## config.mk

```make
export PLATFORM = sky130hd
export DESIGN_NAME = onebit_exec
export DESIGN_NICKNAME = d
export VERILOG_FILES = /design/src/rtl/onebit_pkg.sv /design/src/rtl/onebit_decode.sv /design/src/rtl/onebit_sequencer.sv /design/src/rtl/onebit_regfile.sv /design/src/rtl/onebit_exec.sv
export SDC_FILE = /design/constraint.sdc
export NUM_CORES = 1
export LEC_CHECK = 0
export BUFFER_PORTS_ARGS = -buffer_cell sky130_fd_sc_hd__clkbuf_2
export CAP_MARGIN = 20
export CORE_MARGIN = 3
export CORE_UTILIZATION = 40
export CTS_BUF_LIST = sky130_fd_sc_hd__clkbuf_8 sky130_fd_sc_hd__clkbuf_16
export CTS_CLUSTER_DIAMETER = 50
export DETAILED_ROUTE_END_ITERATION = 8
export PLACE_DENSITY_LB_ADDON = 0.05
export SETUP_SLACK_MARGIN = 0.2
export SKIP_LAST_GASP = 1
export SLEW_MARGIN = 20
export SYNTH_ARGS = -nofsm -noshare
export SYNTH_HDL_FRONTEND = slang
export SYNTH_SLANG_ARGS = --single-unit
```

## constraint.sdc

```tcl
create_clock -name clk -period 1.85 [get_ports clk]
set_clock_uncertainty 0.05 [all_clocks]
set_input_delay 0 -clock clk [delete_from_list [all_inputs] [get_ports clk]]
set_output_delay 0 -clock clk [all_outputs]
set_load 0.005 [all_outputs]
```

## src/rtl/onebit_pkg.sv

```systemverilog
// Shared types and helpers for the one-bit executor.
// Assumes a fixed 6-bit word: address[5:4], immediate[3], opcode[2:0].
package onebit_pkg;

    localparam int WORD_W = 6;
    localparam int NSTATE = 3;   // reg0, reg1, accumulator

    typedef enum logic [2:0] {
        OP_LDI  = 3'b000,
        OP_CPA  = 3'b001,
        OP_OR   = 3'b010,
        OP_XOR  = 3'b011,
        OP_INV  = 3'b100,
        OP_AND  = 3'b101,
        OP_NOPA = 3'b110,
        OP_NOPB = 3'b111
    } op_e;

    typedef struct packed {
        logic [1:0] sel;
        logic       imm;
        op_e        op;
    } word_t;

    // One-hot destination index positions
    localparam int IDX_R0  = 0;
    localparam int IDX_R1  = 1;
    localparam int IDX_ACC = 2;

    // Destination one-hot for a word; zero for no-ops
    function automatic logic [NSTATE-1:0] dest_of(word_t w);
        logic [NSTATE-1:0] d;
        d = '0;
        unique case (w.op)
            OP_LDI, OP_CPA: begin
                if (w.sel == 2'b00)      d[IDX_R0]  = 1'b1;
                else if (w.sel == 2'b01) d[IDX_R1]  = 1'b1;
                else                     d[IDX_ACC] = 1'b1;
            end
            OP_OR, OP_XOR, OP_AND, OP_INV: d[IDX_ACC] = 1'b1;
            default: d = '0;
        endcase
        return d;
    endfunction

    // Cycles from acceptance to commit, given per-destination latencies
    function automatic int latency_of(word_t w, int l0, int l1, int la, int ln);
        logic [NSTATE-1:0] d;
        d = dest_of(w);
        if (d[IDX_R0])       return l0;
        else if (d[IDX_R1])  return l1;
        else if (d[IDX_ACC]) return la;
        return ln;
    endfunction

endpackage

```

## src/rtl/onebit_decode.sv

```systemverilog
// Combinational decode and ALU for a captured instruction word.
// Produces the one-hot destination and the value to be written.
// Assumes state inputs are stable while the word is pending.
module onebit_decode
    import onebit_pkg::*;
(
    input  word_t             word_i,
    input  logic [NSTATE-1:0] state_i,
    output logic [NSTATE-1:0] dest_o,
    output logic              val_o
);

    logic opnd;
    logic accv;

    // Select the operand named by the address field
    always_comb begin
        accv = state_i[IDX_ACC];
        unique case (word_i.sel)
            2'b00:   opnd = state_i[IDX_R0];
            2'b01:   opnd = state_i[IDX_R1];
            default: opnd = accv;
        endcase
    end

    // Compute the result bit for each opcode
    always_comb begin
        unique case (word_i.op)
            OP_LDI:  val_o = word_i.imm;
            OP_CPA:  val_o = accv;
            OP_OR:   val_o = accv | opnd;
            OP_XOR:  val_o = accv ^ opnd;
            OP_AND:  val_o = accv & opnd;
            OP_INV:  val_o = ~accv;
            default: val_o = 1'b0;
        endcase
    end

    // Destination selection
    always_comb dest_o = dest_of(word_i);

endmodule

```

## src/rtl/onebit_sequencer.sv

```systemverilog
// Countdown sequencer: accepts a pulse when idle, loads the latency,
// and raises a commit strobe in the last pending cycle.
// Assumes every latency is at least 1 and at most LAT_MAX.
module onebit_sequencer #(
    parameter int LAT_MAX = 3,
    localparam int CNT_W  = $clog2(LAT_MAX + 1)
) (
    input  logic             clk,
    input  logic             rst_n,
    input  logic             exec_i,
    input  logic [CNT_W-1:0] lat_i,
    output logic             ready_o,
    output logic             accept_o,
    output logic             fire_o
);

    logic [CNT_W-1:0] cnt;

    // Idle, accept and commit decode from the counter
    always_comb begin
        ready_o  = (cnt == '0);
        accept_o = ready_o && exec_i;
        fire_o   = (cnt == CNT_W'(1));
    end

    // Load on accept, count down while pending
    always_ff @(posedge clk) begin
        if (!rst_n)        cnt <= '0;
        else if (accept_o) cnt <= lat_i;
        else if (!ready_o) cnt <= cnt - 1'b1;
    end

    p_accept_drops_ready_r8: assert property (@(posedge clk) disable iff (!rst_n)
        accept_o |=> !ready_o);

    p_busy_pulse_ignored_r9: assert property (@(posedge clk) disable iff (!rst_n)
        !ready_o |=> (cnt == $past(cnt) - 1'b1));

    p_fire_then_ready_r8: assert property (@(posedge clk) disable iff (!rst_n)
        fire_o |=> ready_o);

endmodule

```

## src/rtl/onebit_regfile.sv

```systemverilog
// Three 1-bit storage elements written by a one-hot destination strobe.
// Assumes at most one destination bit is set per write.
module onebit_regfile
    import onebit_pkg::*;
(
    input  logic              clk,
    input  logic              rst_n,
    input  logic              wr_en_i,
    input  logic [NSTATE-1:0] dest_i,
    input  logic              val_i,
    output logic [NSTATE-1:0] state_o
);

    for (genvar g = 0; g < NSTATE; g++) begin : g_bit
        // Clear on reset, update when this bit is the destination
        always_ff @(posedge clk) begin
            if (!rst_n)                      state_o[g] <= 1'b0;
            else if (wr_en_i && dest_i[g])   state_o[g] <= val_i;
        end
    end

    p_hold_when_idle_r11: assert property (@(posedge clk) disable iff (!rst_n)
        !wr_en_i |=> $stable(state_o));

    p_single_dest_r11: assert property (@(posedge clk) disable iff (!rst_n)
        wr_en_i |-> $onehot0(dest_i));

endmodule

```

## src/rtl/onebit_exec.sv

```systemverilog
// Top: one-bit accumulator instruction executor. Captures the word on an
// accepted pulse, waits a destination-dependent latency, then commits.
// Assumes the caller only pulses exec_i for one cycle per instruction.
module onebit_exec
    import onebit_pkg::*;
#(
    parameter int LAT_R0  = 3,
    parameter int LAT_R1  = 2,
    parameter int LAT_ACC = 1,
    parameter int LAT_NOP = 1
) (
    input  logic              clk,
    input  logic              rst_n,
    input  logic              exec_i,
    input  logic [WORD_W-1:0] instr_i,
    output logic              ready_o,
    output logic              reg0_o,
    output logic              reg1_o,
    output logic              acc_o
);

    localparam int LAT_A   = (LAT_R0 > LAT_R1) ? LAT_R0 : LAT_R1;
    localparam int LAT_B   = (LAT_ACC > LAT_NOP) ? LAT_ACC : LAT_NOP;
    localparam int LAT_MAX = (LAT_A > LAT_B) ? LAT_A : LAT_B;
    localparam int CNT_W   = $clog2(LAT_MAX + 1);

    word_t             pin_word;
    word_t             word_q;
    logic [CNT_W-1:0]  lat_load;
    logic              accept;
    logic              fire;
    logic [NSTATE-1:0] state;
    logic [NSTATE-1:0] dest;
    logic              wval;

    // Latency of the word on the pins, used at acceptance
    always_comb begin
        pin_word = word_t'(instr_i);
        lat_load = CNT_W'(latency_of(pin_word, LAT_R0, LAT_R1, LAT_ACC, LAT_NOP));
    end

    // Capture the instruction word when accepted
    always_ff @(posedge clk) begin
        if (!rst_n)      word_q <= '{sel: 2'b00, imm: 1'b0, op: OP_NOPA};
        else if (accept) word_q <= pin_word;
    end

    onebit_sequencer #(.LAT_MAX(LAT_MAX)) u_seq (
        .clk      (clk),
        .rst_n    (rst_n),
        .exec_i   (exec_i),
        .lat_i    (lat_load),
        .ready_o  (ready_o),
        .accept_o (accept),
        .fire_o   (fire)
    );

    onebit_decode u_dec (
        .word_i  (word_q),
        .state_i (state),
        .dest_o  (dest),
        .val_o   (wval)
    );

    onebit_regfile u_rf (
        .clk     (clk),
        .rst_n   (rst_n),
        .wr_en_i (fire),
        .dest_i  (dest),
        .val_i   (wval),
        .state_o (state)
    );

    // Drive observation outputs
    always_comb begin
        reg0_o = state[IDX_R0];
        reg1_o = state[IDX_R1];
        acc_o  = state[IDX_ACC];
    end

    p_reset_clears_r1: assert property (@(posedge clk)
        !rst_n |=> (ready_o && !reg0_o && !reg1_o && !acc_o));

    p_accept_no_change_r10: assert property (@(posedge clk) disable iff (!rst_n)
        (ready_o && exec_i) |=> $stable({reg0_o, reg1_o, acc_o}));

    p_invert_acc_r6: assert property (@(posedge clk) disable iff (!rst_n)
        (fire && word_q.op == OP_INV) |=> (acc_o == !$past(acc_o)));

    p_nop_no_state_r7: assert property (@(posedge clk) disable iff (!rst_n)
        (fire && (word_q.op == OP_NOPA || word_q.op == OP_NOPB))
            |=> $stable({reg0_o, reg1_o, acc_o}));

endmodule

```

== After elaboration in Yosys (flattened, before gate mapping) ==
Cells that the tools add are included.
Widths: inputs -> output; s select.
Storage, ports and cells
  register bits after elaboration: 11
  output and inout port bits: 4
  input port bits: 9
  logic and storage cells: 62
Operators by class
  add/sub/neg operators: 1
  reduce and logical (&&, ||, !) cells: 13
  bitwise gates (word level): 4
  eq/ne operators: 14
  muxes and demuxes: 23
Operators with widths (number)
  $mux 2: 9
  $eq 3x2->1 const B: 4
  $eq 3x3->1 const B: 4
  $mux 1: 10
  $reduce_or 4->1: 2
  $eq 2x1->1 const B: 3
  $eq 3x1->1 const B: 2
  $logic_not 2->1: 3
  $logic_not 3->1: 2
  $pmux 1 s2: 3
  $pmux 1 s6: 1
  $logic_and 1x1->1: 4
  $reduce_or 2->1: 2
  $ne 2x1->1 const B: 1
  $sub 2x1->2 const B: 1
  $and 1x1->1: 1
  $not 1->1: 1
  $or 1x1->1: 1
  $xor 1x1->1: 1

== Longest topological paths before layout ==
  depth after elaboration: 9
  mapped depth: 8
  gate-level depth less buffers: 8

== Modules after synthesis ==
Synthesis repeated with hierarchy kept, for this count alone.
Second synthesis, totals
  cell total of the unflattened synthesis: 70
  area total of the unflattened synthesis: 616.8 µm²
By module, submodules not included
  onebit_exec: instances 1, sequential area each 120.1 µm², area each 232.7 µm², cells an instance 21
  onebit_decode: instances 1, sequential area each 0.0 µm², area each 137.6 µm², cells an instance 20
  onebit_sequencer: instances 1, sequential area each 40.0 µm², area each 130.1 µm², cells an instance 16
  onebit_regfile: instances 1, sequential area each 60.1 µm², area each 116.4 µm², cells an instance 13

== Worst setup path before layout ==
No wires, ideal clock.
  path type: reg2reg
  start point: register u_seq.cnt[0]
  end point: register u_seq.cnt[0]
  buffers on the path: 1
  data arrival time: 1323 ps
  period minus slack after synthesis: 1493 ps
  required time: 1680 ps
  library setup time: 120 ps
  setup slack: 357 ps
  stages on the path, launching flop included: 7
  cell sequence: dfxtp_1 -> inv_1 -> ha_1 -> clkbuf_1 -> nand2_1 -> a211oi_1 -> o31a_1
On the way
  cells in the longest elaborated chain, start to end: 3
  elaborated cells on any way between the ends: 6
  those cells by class: add/sub: 1; eq/ne: 1; mux: 2; reduce/logical: 2
RTL lines
  start: declaration: line onebit_sequencer.sv:17  | logic [CNT_W-1:0] cnt;
  start signal: assignment: line onebit_sequencer.sv:29  | else if (accept_o) cnt <= lat_i;
  start signal: assignment: line onebit_sequencer.sv:30  | else if (!ready_o) cnt <= cnt - 1'b1;
  $logic_not 2->1 (*): line onebit_sequencer.sv:21  | ready_o = (cnt == '0);
  named net ready_o: line onebit_exec.sv:16  | output logic ready_o,
  $logic_and 1x1->1: line onebit_sequencer.sv:22  | accept_o = ready_o && exec_i;
  $ne 2x1->1 (no line) / $mux 2 (equally long branches)
Mark *: on every way through the listed nets, which the timed path passes. The rest lies on a longest branch. The select of a mux whose other input is x is not followed.
A chain may end at the register's enable or synchronous reset.

== Final worst setup path ==
  start point: register u_seq.cnt[0]
  end point: register u_rf.state_o[1]
On the way
  cells in the longest elaborated chain, start to end: 2
RTL lines
  $eq 2x1->1: line onebit_sequencer.sv:23  | fire_o = (cnt == CNT_W'(1));
  $logic_and 1x1->1: line onebit_regfile.sv:18  | else if (wr_en_i && dest_i[g]) state_o[g] <= val_i;
  end signal: indexed assignment: line onebit_regfile.sv:18
  end: declaration: line onebit_regfile.sv:11  | output logic [NSTATE-1:0] state_o
No other way between the ends.

==> run_results.csv <==
group,metric,value,unit
critical_path,critPathArrivalTime,1630,ps
global_route,grt.total_usage,15.5,%
pwr,final_total_power,0.000942,W
pwr,vdd_drop_max,0.000562,V
layout,share_of_post_route_cells_with_drive_strength_above_1,19.4,%
logic_synthesis,synth.ff_latch_count,11,
timing,worst_slew_pin_slew,316,ps
drt,vias_per_cell,5.24,
timing,final_hold_fails,0,
global_route,largest_net_degree_at_the_start_of_global_routing,12,
drt,drt-initial-drc-count,6,
drt,drc,0,
cts,clk_pin_slew,50,ps
timing,count_of_endpoints_failing_setup_in_the_final_report,0,
logic_synthesis,synth-main-ff-cell,"sky130_fd_sc_hd__dfxtp_1",
critical_path,depth_of_the_worst_register_to_register_path,5,
critical_path,timing.critical_path.max_delay_family,"simple AND/OR/NAND/NOR gates",
cts,cts.sink_count,11,
critical_path,worstSetupEndpointType,"register",
cts,clock_insertion_delay_worst_skew,240,ps
place,placed_cells,106,
timing,max-slew-margin-rel,78.7,%
status,outcome,"finished, final reports clean",
layout,syn_to_layout_area_delta,21.7,%
pwr,pwr_density_cell,1140,nW/um^2
critical_path,cp_num_buf_inv,0,
logic_synthesis,synth.lib_cells_used.distinct,26,
drt,postRouteAntennaNets,0,
layout,number_of_standard_cells_in_the_layout_taps_in_and_fillers_out,114,
timing,fin_crit_sh,83.8,%
cts,cts.repair_timing.setup_buffer_count,0,
place,buffer_ports.inserted,12,
critical_path,worstSetupPathDepth,5,
global_route,grt_remaining_overflow,0,
timing,period_minus_slack,1550,ps
logic_synthesis,netlist_instances,83,
logic_synthesis,ys_async_sr_fraction,0,%
critical_path,criticalPathCategory,"reg -> reg",
floorplan,design.core.area,1560,sq um
drt,drt_pass1_iterations,4,
flow_run,maxCapViolations,0,
logic_synthesis,syn_nets,98,
floorplan,initial_standard_cell_utilization_of_the_core,43.7,%
critical_path,timing.critical_path.cells,"ha_1 -> nand2b_4 -> or4b_4 -> mux2i_1 -> nor2b_1",
hold_path,hold_class,"in -> reg",
floorplan,die-width,47.3,um
logic_synthesis,synth_edf_count,0,
cts,clockBufferDepth,2,
timing,post_route_setup_tns,0,ps
cts,cts_tree,"built",
timing,clock.fmax,0.645,GHz
cts,cts.root.buffer_cell,"sky130_fd_sc_hd__clkbuf_8",
layout,final_cell_mix,"sky130_fd_sc_hd__clkbuf_2, sky130_fd_sc_hd__dfxtp_1, sky130_fd_sc_hd__nand2_1",
critical_path,timing.critical_path.required,1930,ps
logic_synthesis,seq_area_frac_synth,32.4,%
layout,postLayoutCellArea,828,sq um
drt,drt-wirelength-per-cell,11.5,um
timing,maxSlewViolCount,0,
global_route,grt_pass1_wl,2.37,mm
critical_path,reg2reg_setup_slack,300,ps
critical_path,critical_path.slowest_cell,"sky130_fd_sc_hd__or4b_4",
cts,h-tree-depth,1,
cts,tritoncts_buffers,3,
critical_path,timing.critical_path.fanout_max,4,
critical_path,cpPeakStageDelay,510,ps
drt,detail_route.wirelength,1.31,mm
hold_path,hold-path-cell-count,3,
place,gpl_congestion,0.757,
layout,layout_commonest_cell,"sky130_fd_sc_hd__clkbuf_2",
floorplan,die-area,2230,sq um
logic_synthesis,synthesis.area_per_instance,8.20,sq um
place,post_place_instance_area,743,sq um
logic_synthesis,yosysWarningCount,0,
floorplan,fp.dieH,47.3,um
layout,n_antenna_cell,0,
timing,rsz_0062_raised_after_global_routing,"no",
critical_path,timing.critical_path.from_type,"register",
logic_synthesis,synth_area,681,sq um
drt,routed-via-count,597,
global_route,grt_pass1_vias,551,
global_route,antenna_found_initial,0,
pwr,static-leakage-power,0.351,nW
floorplan,core.rowCount,14,
floorplan,floorplan.io_pins,13,
layout,layout.nets,114,
## area by class of cell
type                    instances  area [sq um]
clock buffers                   3          41.3
clock inverters                 1          3.75
fillers                       151           731
inverters                       8          30.0
multi-input cells              58           405
flip-flops and latches         11           220
well taps                      16          20.0
repair buffers                 17           108
## through the flow
stage                     setup WS [ps]  hold WS, ps  utilization, %
after global placement              303          217            47.7
after floorplan                     357         88.3               -
after detailed placement            303          221            47.7
after CTS                           286         13.7            53.1
final                               300         21.1            53.1
after global routing                208         33.5            53.1
## cells by family after synthesis
kind of cell / count (synthesis) / synth area share (%)
AOI/OAI and AO/OA: 18 / 18.2
adders and majority gates: 6 / 11.0
buffers and inverters: 14 / 8.09
DFF: 11 / 32.4
muxes: 5 / 7.54
and+or+nand+nor: 29 / 22.8
## Yosys cell counts, types with 2 or more instances
library cell                n  area share, %
sky130_fd_sc_hd__a211oi_1   2            2.2
sky130_fd_sc_hd__clkbuf_1   4            2.2
sky130_fd_sc_hd__nor2b_1    3            2.8
sky130_fd_sc_hd__ha_1       6             11
sky130_fd_sc_hd__nor3_1     3            2.2
sky130_fd_sc_hd__a21boi_0   4            4.4
sky130_fd_sc_hd__nand3_1    4            2.9
sky130_fd_sc_hd__o211ai_1   2            2.2
sky130_fd_sc_hd__o21ai_0    4            2.9
sky130_fd_sc_hd__nand2_1   10            5.5
sky130_fd_sc_hd__dfxtp_1   11             32
sky130_fd_sc_hd__a21oi_1    2            1.5
sky130_fd_sc_hd__nor2_1     4            2.2
sky130_fd_sc_hd__buf_2      2            1.5
sky130_fd_sc_hd__inv_1      8            4.4
sky130_fd_sc_hd__mux2i_1    4            5.9
## worst reg2reg max path, delay by kind of cell, from the launching register on
family | cells | cell delay [ps]
multiplexers | 1 | 150
flip-flops | 1 | 380
adder cells (fa/ha/maj) | 1 | 230
AND/OR/NAND/NOR | 3 | 620
## flip-flops by register name, summed over array words and instances, names as in the netlist
signal,flops
u_rf.state_o,3
u_seq.cnt,2
word_q,6
## timing repair
item,4_1_cts,5_1_grt
resized for setup,0,1
setup endpoints to repair,0,1
endpoints found under the hold margin,4,0
hold buffers,4,0
## metal layers
| layer | global-route usage, % | vias to the layer above | part of all wire (%) |
|---|---|---|---|
| met5 | 0 | - | 0 |
| met3 | 5.75 | 2 | 4.7 |
| met4 | 6.63 | 0 | 0.92 |
| met1 | 20.1 | 267 | 48 |
| li1 | - | 313 | - |
| met2 | 22.7 | 15 | 46 |
## power by group
group	total, W	switching [W]	internal (W)	leakage (nW)
clock network	0.000238	0.0000917	0.000146	0.0269
registers	0.000363	0.0000714	0.000291	0.0902
logic	0.000342	0.000177	0.000165	0.234
total	0.000942	0.000340	0.000602	0.351
## path summary, 6_finish.rpt
path | start | end
worst max-delay path | u_seq.cnt[0] | u_rf.state_o[1]
worst min-delay path | instr_i[2] | word_q[2]
worst max register to register | u_seq.cnt[0] | u_rf.state_o[1]
worst min register to register | word_q[5] | word_q[5]
No activity file was read; power rests on OpenSTA's default activity.
